**config.mk**
```make
export PLATFORM = sky130hd
export DESIGN_NAME = audio_sample_fifo
export DESIGN_NICKNAME = d
export VERILOG_FILES = /design/src/rtl/afifo_pkg.sv /design/src/rtl/afifo_store.sv /design/src/rtl/afifo_ctrl.sv /design/src/rtl/audio_sample_fifo.sv
export SDC_FILE = /design/constraint.sdc
export NUM_CORES = 1
export LEC_CHECK = 0
export BUFFER_PORTS_ARGS = -buffer_cell sky130_fd_sc_hd__buf_2
export CAP_MARGIN = 20
export CORE_MARGIN = 4
export CORE_UTILIZATION = 47
export DETAILED_ROUTE_END_ITERATION = 6
export PLACE_DENSITY = 0.64
export SETUP_SLACK_MARGIN = 0.1
export SLEW_MARGIN = 20
export SYNTH_ARGS = -nofsm -noshare
export SYNTH_HDL_FRONTEND = slang
export SYNTH_SLANG_ARGS = --single-unit
```
**constraint.sdc**
```tcl
create_clock -name clk -period 2.6 [get_ports clk]
set_input_delay 0.26 -clock clk [delete_from_list [all_inputs] [get_ports clk]]
set_output_delay 0.26 -clock clk [all_outputs]
set_load 0.1 [all_outputs]
```
**src/rtl/afifo_pkg.sv**
```systemverilog
package afifo_pkg;
    typedef enum logic [1:0] {
        ST_HOLD  = 2'd0,
        ST_ARMED = 2'd1,
        ST_RUN   = 2'd2
    } fifo_mode_e;

    localparam int SRC_W = 2;
    localparam logic [SRC_W-1:0] SRC_ZERO = 2'b01;
endpackage

```
**src/rtl/afifo_store.sv**
```systemverilog
module afifo_store #(
    parameter int DATA_W = 40,
    parameter int DEPTH  = 8,
    parameter int PTR_W  = 3
) (
    input  logic              clk,
    input  logic              rst_n,
    input  logic              we,
    input  logic [PTR_W-1:0]  waddr,
    input  logic [DATA_W-1:0] wdata,
    input  logic [PTR_W-1:0]  raddr,
    output logic [DATA_W-1:0] rdata
);
    logic [DATA_W-1:0] slot_q [DEPTH];

    always_ff @(posedge clk or negedge rst_n) begin
        if (!rst_n) begin
            for (int i = 0; i < DEPTH; i++) slot_q[i] <= '0;
        end else if (we) begin
            slot_q[waddr] <= wdata;
        end
    end

    assign rdata = slot_q[raddr];
endmodule

```
**src/rtl/afifo_ctrl.sv**
```systemverilog
module afifo_ctrl
    import afifo_pkg::*;
#(
    parameter int DATA_W = 40,
    parameter int DEPTH  = 8,
    parameter int PTR_W  = 3,
    parameter int LVL_W  = 4
) (
    input  logic              clk,
    input  logic              rst_n,
    input  logic              ctl_hold,
    input  logic [SRC_W-1:0]  ctl_src,
    input  logic              wr_valid,
    input  logic [DATA_W-1:0] wr_data,
    input  logic              rd_req,
    input  logic [DATA_W-1:0] mem_rdata,
    output logic              mem_we,
    output logic [PTR_W-1:0]  mem_waddr,
    output logic [DATA_W-1:0] mem_wdata,
    output logic [PTR_W-1:0]  mem_raddr,
    output logic [DATA_W-1:0] rd_data,
    output logic              underrun,
    output logic              overrun,
    output logic              src_zero,
    output logic [LVL_W-1:0]  level
);
    typedef struct packed {
        fifo_mode_e        mode;
        logic [PTR_W-1:0]  rptr;
        logic [PTR_W-1:0]  wptr;
        logic [LVL_W-1:0]  level;
        logic              zero_src;
        logic              ur;
        logic              ov;
        logic [DATA_W-1:0] out;
    } ctl_t;

    localparam logic [LVL_W-1:0] LVL_FULL = LVL_W'(DEPTH);

    ctl_t ctl_d, ctl_q;
    logic push, pop;

    function automatic logic [PTR_W-1:0] ptr_inc(input logic [PTR_W-1:0] p);
        return (p == PTR_W'(DEPTH - 1)) ? '0 : p + PTR_W'(1);
    endfunction

    always_comb begin
        ctl_d     = ctl_q;
        mem_we    = 1'b0;
        mem_waddr = ctl_q.wptr;
        mem_wdata = wr_data;
        mem_raddr = ctl_q.rptr;
        push      = 1'b0;
        pop       = 1'b0;

        if (ctl_hold) begin
            // reset image: slot 0 cleared and pending, flags dropped
            ctl_d.mode     = ST_HOLD;
            ctl_d.rptr     = '0;
            ctl_d.wptr     = PTR_W'(1);
            ctl_d.level    = LVL_W'(1);
            ctl_d.zero_src = (ctl_src == SRC_ZERO);
            ctl_d.ur       = 1'b0;
            ctl_d.ov       = 1'b0;
            mem_we         = 1'b1;
            mem_waddr      = '0;
            mem_wdata      = '0;
            if (rd_req) ctl_d.out = '0;
        end else if (ctl_q.mode != ST_RUN) begin
            // armed: still in reset until the first write lands
            if (rd_req) ctl_d.out = '0;
            if (wr_valid) begin
                mem_we      = 1'b1;
                ctl_d.wptr  = ptr_inc(ctl_q.wptr);
                ctl_d.level = ctl_q.level + LVL_W'(1);
                ctl_d.mode  = ST_RUN;
            end else begin
                ctl_d.mode  = ST_ARMED;
            end
        end else begin
            pop  = rd_req   && (ctl_q.level != '0);
            push = wr_valid && (ctl_q.level != LVL_FULL);

            if (rd_req) begin
                if (pop) begin
                    ctl_d.out  = ctl_q.zero_src ? '0 : mem_rdata;
                    ctl_d.rptr = ptr_inc(ctl_q.rptr);
                end else if (ctl_q.zero_src) begin
                    ctl_d.out  = '0;
                end else begin
                    ctl_d.ur   = 1'b1;
                end
            end

            if (push) begin
                mem_we     = 1'b1;
                ctl_d.wptr = ptr_inc(ctl_q.wptr);
            end else if (wr_valid && !ctl_q.zero_src) begin
                ctl_d.ov   = 1'b1;
            end

            case ({push, pop})
                2'b10:   ctl_d.level = ctl_q.level + LVL_W'(1);
                2'b01:   ctl_d.level = ctl_q.level - LVL_W'(1);
                default: ctl_d.level = ctl_q.level;
            endcase
        end
    end

    always_ff @(posedge clk or negedge rst_n) begin
        if (!rst_n) begin
            ctl_q.mode     <= ST_HOLD;
            ctl_q.rptr     <= '0;
            ctl_q.wptr     <= PTR_W'(1);
            ctl_q.level    <= LVL_W'(1);
            ctl_q.zero_src <= 1'b0;
            ctl_q.ur       <= 1'b0;
            ctl_q.ov       <= 1'b0;
            ctl_q.out      <= '0;
        end else begin
            ctl_q <= ctl_d;
        end
    end

    assign rd_data  = ctl_q.out;
    assign underrun = ctl_q.ur;
    assign overrun  = ctl_q.ov;
    assign src_zero = ctl_q.zero_src;
    assign level    = ctl_q.level;
endmodule

```
**src/rtl/audio_sample_fifo.sv**
```systemverilog
module audio_sample_fifo
    import afifo_pkg::*;
#(
    parameter int DATA_W = 40,
    parameter int DEPTH  = 8
) (
    input  logic              clk,
    input  logic              rst_n,
    input  logic              ctl_hold,
    input  logic [1:0]        ctl_src,
    input  logic              wr_valid,
    input  logic [DATA_W-1:0] wr_data,
    input  logic              rd_req,
    output logic [DATA_W-1:0] rd_data,
    output logic              underrun,
    output logic              overrun
);
    localparam int PTR_W = (DEPTH > 2) ? $clog2(DEPTH) : 1;
    localparam int LVL_W = $clog2(DEPTH + 1);

    logic              mem_we;
    logic [PTR_W-1:0]  mem_waddr;
    logic [PTR_W-1:0]  mem_raddr;
    logic [DATA_W-1:0] mem_wdata;
    logic [DATA_W-1:0] mem_rdata;
    logic              src_zero;
    logic [LVL_W-1:0]  level;

    afifo_store #(.DATA_W(DATA_W), .DEPTH(DEPTH), .PTR_W(PTR_W)) u_store (
        .clk   (clk),
        .rst_n (rst_n),
        .we    (mem_we),
        .waddr (mem_waddr),
        .wdata (mem_wdata),
        .raddr (mem_raddr),
        .rdata (mem_rdata)
    );

    afifo_ctrl #(.DATA_W(DATA_W), .DEPTH(DEPTH), .PTR_W(PTR_W), .LVL_W(LVL_W)) u_ctrl (
        .clk       (clk),
        .rst_n     (rst_n),
        .ctl_hold  (ctl_hold),
        .ctl_src   (ctl_src),
        .wr_valid  (wr_valid),
        .wr_data   (wr_data),
        .rd_req    (rd_req),
        .mem_rdata (mem_rdata),
        .mem_we    (mem_we),
        .mem_waddr (mem_waddr),
        .mem_wdata (mem_wdata),
        .mem_raddr (mem_raddr),
        .rd_data   (rd_data),
        .underrun  (underrun),
        .overrun   (overrun),
        .src_zero  (src_zero),
        .level     (level)
    );
endmodule

```
; Yosys cells after proc, flatten, opt, wreduce, memory -nomap -nowiden
; Index checks and enable logic that the tools add are counted.
[word_totals]
ff_bits = 375
elab_cells = 94
mem_bits_ro = 0
mem_count = 0
ram_bits = 0
latchBits = 0
output_inout_bits = 42
inputBits = 47
[classes]
order_cmp = 3
n_reduce_logical = 20
shifts = 0
muxes = 37
bitwise = 2
div = 0
n_addsub = 4
n_mul = 0
n_eq_ne = 12
[op_table]
columns = operator, n
row1 = $mux 40, 10
row2 = $bwmux 320, 1
row3 = $bmux 40 s3, 1
row4 = $demux 40 s3, 1
row5 = $mux 42, 1
row6 = $mux 3, 7
row7 = $mux 7, 2
row8 = $mux 12, 1
row9 = $reduce_bool 4->1, 3
row10 = $ne 2x2->1 const B, 5
row11 = $mux 1, 9
row12 = $ge 4x4->1 const B, 2
row13 = $not 3->4, 2
row14 = $pmux 4 s2, 1
row15 = $reduce_bool 2->1, 4
row16 = $add 3x1->3 const B, 2
row17 = $eq 3x3->1 const B, 2
row18 = $mux 2, 3
row19 = $reduce_and 2->1, 3
row20 = $reduce_and 3->1, 2
row21 = $reduce_bool 3->1, 2
row22 = $add 4x1->4 const B, 1
row23 = $eq 2x1->1 const B, 2
row24 = $logic_and 1x1->1, 4
row25 = other kinds (7), 7

; Longest topological paths before layout
[logic_depth]
word_depth = 9
mapped_depth = 9

; Modules after synthesis
; A second synthesis with hierarchy kept.
[unflattened]
cells_unflattened = 1087
hier_area_um2 = 17485.5
[by_module_without_submodules]
columns = module, cells_per_inst, area_each_um2, n_inst, seq_area_each_um2
row1 = afifo_store, 822, 14559.0, 1, 8007.7
row2 = afifo_ctrl, 265, 2926.6, 1, 1378.8

; Worst setup path after synthesis
; Ideal clock, no wire load.
[synth_timing]
path_type = reg2reg
startpoint = register u_ctrl.level[0] (netlist name)
endpoint = register u_ctrl.level[2] (netlist name)
path_buffers = 0
path_stages_with_launch = 8
path_slack_ns = 0.554
synth_period_minus_slack_ns = 2.046
t_arrival_ns = 1.968
setup_ns = 0.078
required_time_ns = 2.522
path_cell_list = dfstp_2 -> inv_1 -> ha_1 -> nor3b_1 -> a2111oi_4 -> mux2i_1 -> or3_1 -> a21oi_1
[synth_between]
elab_chain_len = 6
elab_cells_between_ends = 14
[synth_rtl]
columns = item, line
row1 = $ne 4x4->1 or $reduce_bool 4->1 (tied branches), "afifo_ctrl.sv:82, afifo_ctrl.sv:81"
row2 = "$logic_and 1x1->1, on equally long branches", "afifo_ctrl.sv:82, afifo_ctrl.sv:81"
row3 = $eq 2x1->1 or $eq 2x2->1 (tied branches), afifo_ctrl.sv:102  ; case ({push, pop})
row4 = $pmux 4 s2, afifo_ctrl.sv:102
row5 = $mux 7, afifo_ctrl.sv:69  ; end else if (ctl_q.mode != ST_RUN) begin
row6 = $mux 12, afifo_ctrl.sv:56  ; if (ctl_hold) begin
; Parallel ways exist; a longest one is shown, timed or not. The select of a mux whose other input is x is not followed.
; A chain may end at the register's enable or synchronous reset.

; Final worst setup path
[layout_timing]
startpoint = register u_ctrl.level[0] (netlist name)
endpoint = register u_store.slot_q[235] in the netlist's numbering
[layout_between]
elab_chain_len = 5
[layout_rtl]
columns = item, line
row1 = $ne 4x4->1, afifo_ctrl.sv:82  ; push = wr_valid && (ctl_q.level != LVL_FULL);
row2 = $logic_and 1x1->1, afifo_ctrl.sv:82
row3 = $mux 1, afifo_ctrl.sv:95  ; if (push) begin
row4 = $mux 1, afifo_ctrl.sv:69
row5 = $mux 1, afifo_ctrl.sv:56
row6 = end signal: indexed assignment, afifo_store.sv:20  ; slot_q[waddr] <= wdata;
row7 = end: declaration, afifo_store.sv:14  ; logic [DATA_W-1:0] slot_q [DEPTH];
; No other way between the ends.

==> results.toml <==
[logic_synthesis]
synth_fp_nets = 1583
synthCells = 1530
post-synth-top-area-cell = "dfrtp_1"
synth-edff-count = 0
ys_seq_elements = 375
syn-cell-area_um2 = 16460
synth_top_area_share_pct = 56.71
ys_warn_count = 0
ys_types = 39
ys_seq_area_share_pct = 57.03
synthTopCellsByArea = "dfrtp_1 (57%), mux4_2 (11%), o21ai_0 (9.8%)"
synthArstFlopShare_pct = 100.0
avgSynthCellArea_um2 = 10.76
synth_top_flop_cell = "dfrtp_1"

[cts]
clkTransAtPathRegs_ps = 60
clockBufferDepth = 3
cts_buffers = 42
cts_tree = "yes"
clkSinkCount = 375
h-tree-depth = 2
cts_resized = 0
cts_root_buffer = "clkbuf_16"
clock_latency_ps = 520

[routing]
wl_per_cell_um = 18.54
wl_met1_um = 17590
drtIter0Drc = 640
first_pass_iters = 4
met3WireLength_um = 1221
ant_nets = 0
met2_length_um = 18670
num_vias = 11180
vias_per_cell = 5.412
routed.top_layer = "met4"
wirelength_um = 38290
drcViolationCount = 0

[worst_setup_path]
worstSetupPathType = "reg -> reg"
crit_path_start_kind = "register"
cp_data_arrival_time_ps = 2650
critical_path.max_fanout = 80
cp_cell_sequence = "inv_1, ha_1, nand3b_4, o21a_1, nand4b_1, buf_12, nand2_1, o21ai_0"
cp_slowest_cell = "dfstp_2"
cp.required_ps = 2980
cp_slowest_stage_delay_ps = 550
end_kind = "register"
r2r-start = "u_ctrl.level[0]"
timing.critical_path.from = "u_ctrl.level[0]"

[placed_design]
dp_hpwl_um = 21570
pre_cts_slack_ps = 353.8
port_buffers = 88
place.gp.congestion = 0.7672

[die]
die-area_um2 = 38080
io_pins = 89
start_util_pct = 47.65
die_h_um = 195.1
die_w_um = 195.1
core_region_area_um2 = 34540
rows = 68

[final_layout]
layout_commonest_cell = "nand2_1"
drive_above_1_share_pct = 17.39
final_cell_mix = "nand2_1 (408), dfrtp_1 (370), o21ai_0 (322)"
antenna-diode-count = 0
fin_nets = 1636
synthToLayoutAreaGrowth_pct = 16.14

[grt]
grt_max_degree = 81
grt_overflow_total = 0
grt_pass1_vias = 11450
antenna_found_initial = 0
grt_pass1_wl_um = 63070
grt_usage_pct = 20.45

[power_and_ir_drop]
combPwrFrac_pct = 9.3
power_density_nw_per_um2 = 741.0
power.share.sequential_pct = 47.4
vdd_drop_max_mv = 0.4632
power_uw = 14160
p_int_uw = 10790
clock_power_share_pct = 43.3
leakage_uw = 0.008384
switching_share_pct = 23.78
p_switching_uw = 3369

[timing]
relSlewSlack_pct = 57.41
tightest_slew_ps = 638.9
timing.fmax_ghz = 0.4402
setup-violations-final = 0
rsz0062_at_grt = "no"
fin_setup_tns_ps = 0
period_needed_ps = 2272
fin_skew_ps = 10.16
fin_crit_sh_pct = 87.38
final_max_slew_viol_count = 0
final.setup.worst_slack_ps = 328.2
hold_violations = 0

[worst_hold_path]
hold_start = "wr_data[2]"
min_path_type = "in -> reg"

[run]
drv_cap = 0

[outcome]
outcome = "complete, no violations"
## through the flow
stage,hold WS [ps],utilization [%],instances,area (um2)
floorplan,-35.59,-,1530,16460
global placement,278.8,49.92,1953,17250
detailed placement,280.9,49.92,1953,17250
CTS,2.357,55.34,2065,19110
global route,6.068,55.34,2065,19110
finish,27.82,55.34,2065,19110
## state kept, by name, indices dropped and copies added, names as in the netlist
signal            cells
u_ctrl.ctl_q          5
u_store.slot_q      320
u_ctrl.level          4
u_ctrl.rd_data       40
u_ctrl.underrun       1
u_ctrl.src_zero       1
u_ctrl.mem_raddr      3
u_ctrl.overrun        1
## power by group through the flow
stage / clock (uW) / combinational, uW / sequential, uW
global placement: 0 / 1250 / 6780
floorplan: 0 / 879 / 6700
finish: 6130 / 1320 / 6710
CTS: 6260 / 1350 / 6710
detailed placement: 0 / 1300 / 6810
global route: 6520 / 1520 / 6780
## logic make-up (layout without fill, tap and decap cells)
| family | count (synthesis) | in the layout | synth area share, % |
|---|---|---|---|
| fa+ha+maj | 6 | 6 | 0.4561 |
| simple gates | 490 | 490 | 12.40 |
| mux | 123 | 123 | 13.56 |
| buf+inv | 156 | 236 | 4.637 |
| flops | 375 | 375 | 57.03 |
| compound gates | 379 | 379 | 11.86 |
| xor+xnor | 1 | 1 | 0.05323 |
## final timing paths
check	endpoint	slack, ps	cells after the start
hold / removal	u_store.slot_q[282]	30	3
max in group asynchronous	u_store.slot_q[115]	1520	3
setup / recovery	u_store.slot_q[235]	330	8
setup reg to reg	u_store.slot_q[235]	330	8
hold reg to reg	u_ctrl.rd_data[8]	470	2
min in group asynchronous	u_store.slot_q[192]	310	2
## cell usage after synthesis (all sizes together), types with 5 or more instances
cell type  instances
clkbuf            88
mux2i             43
nor2              12
dfrtp            373
nand2            408
inv                5
a21oi             47
buf               63
ha                 6
o21ai            323
mux4              80
nand2b            45
## layout make-up
| cell class | count | area, um2 |
|---|---|---|
| clock buffers | 63 | 1344 |
| clock inverters | 8 | 115.1 |
| multi-input cells | 999 | 6339 |
| flip-flops and latches | 375 | 9395 |
| repair buffers | 160 | 1334 |
| inverters | 5 | 18.77 |
| fillers | 3029 | 15430 |
| well taps | 455 | 569.3 |
## metal layers
layer / vias up / track usage, %
met4: 0 / 5.120
met5: - / 0
met2: 196 / 34.31
li1: 5324 / -
met1: 5593 / 28.86
met3: 62 / 2.433
## critical path: cells and delay by family, from the launching register on
family,cells,cell delay [ps]
DFF,1,550
and+or+nand+nor,3,460
AOI/OAI and AO/OA,2,450
buffers and inverters,2,300
adders and majority gates,1,270
## what timing repair did
item                      4_1_cts  5_1_grt
setup buffers                   0        0
hold buffers                   41        0
hold endpoints to repair       99        0
No activity file was read; power rests on OpenSTA's default activity.
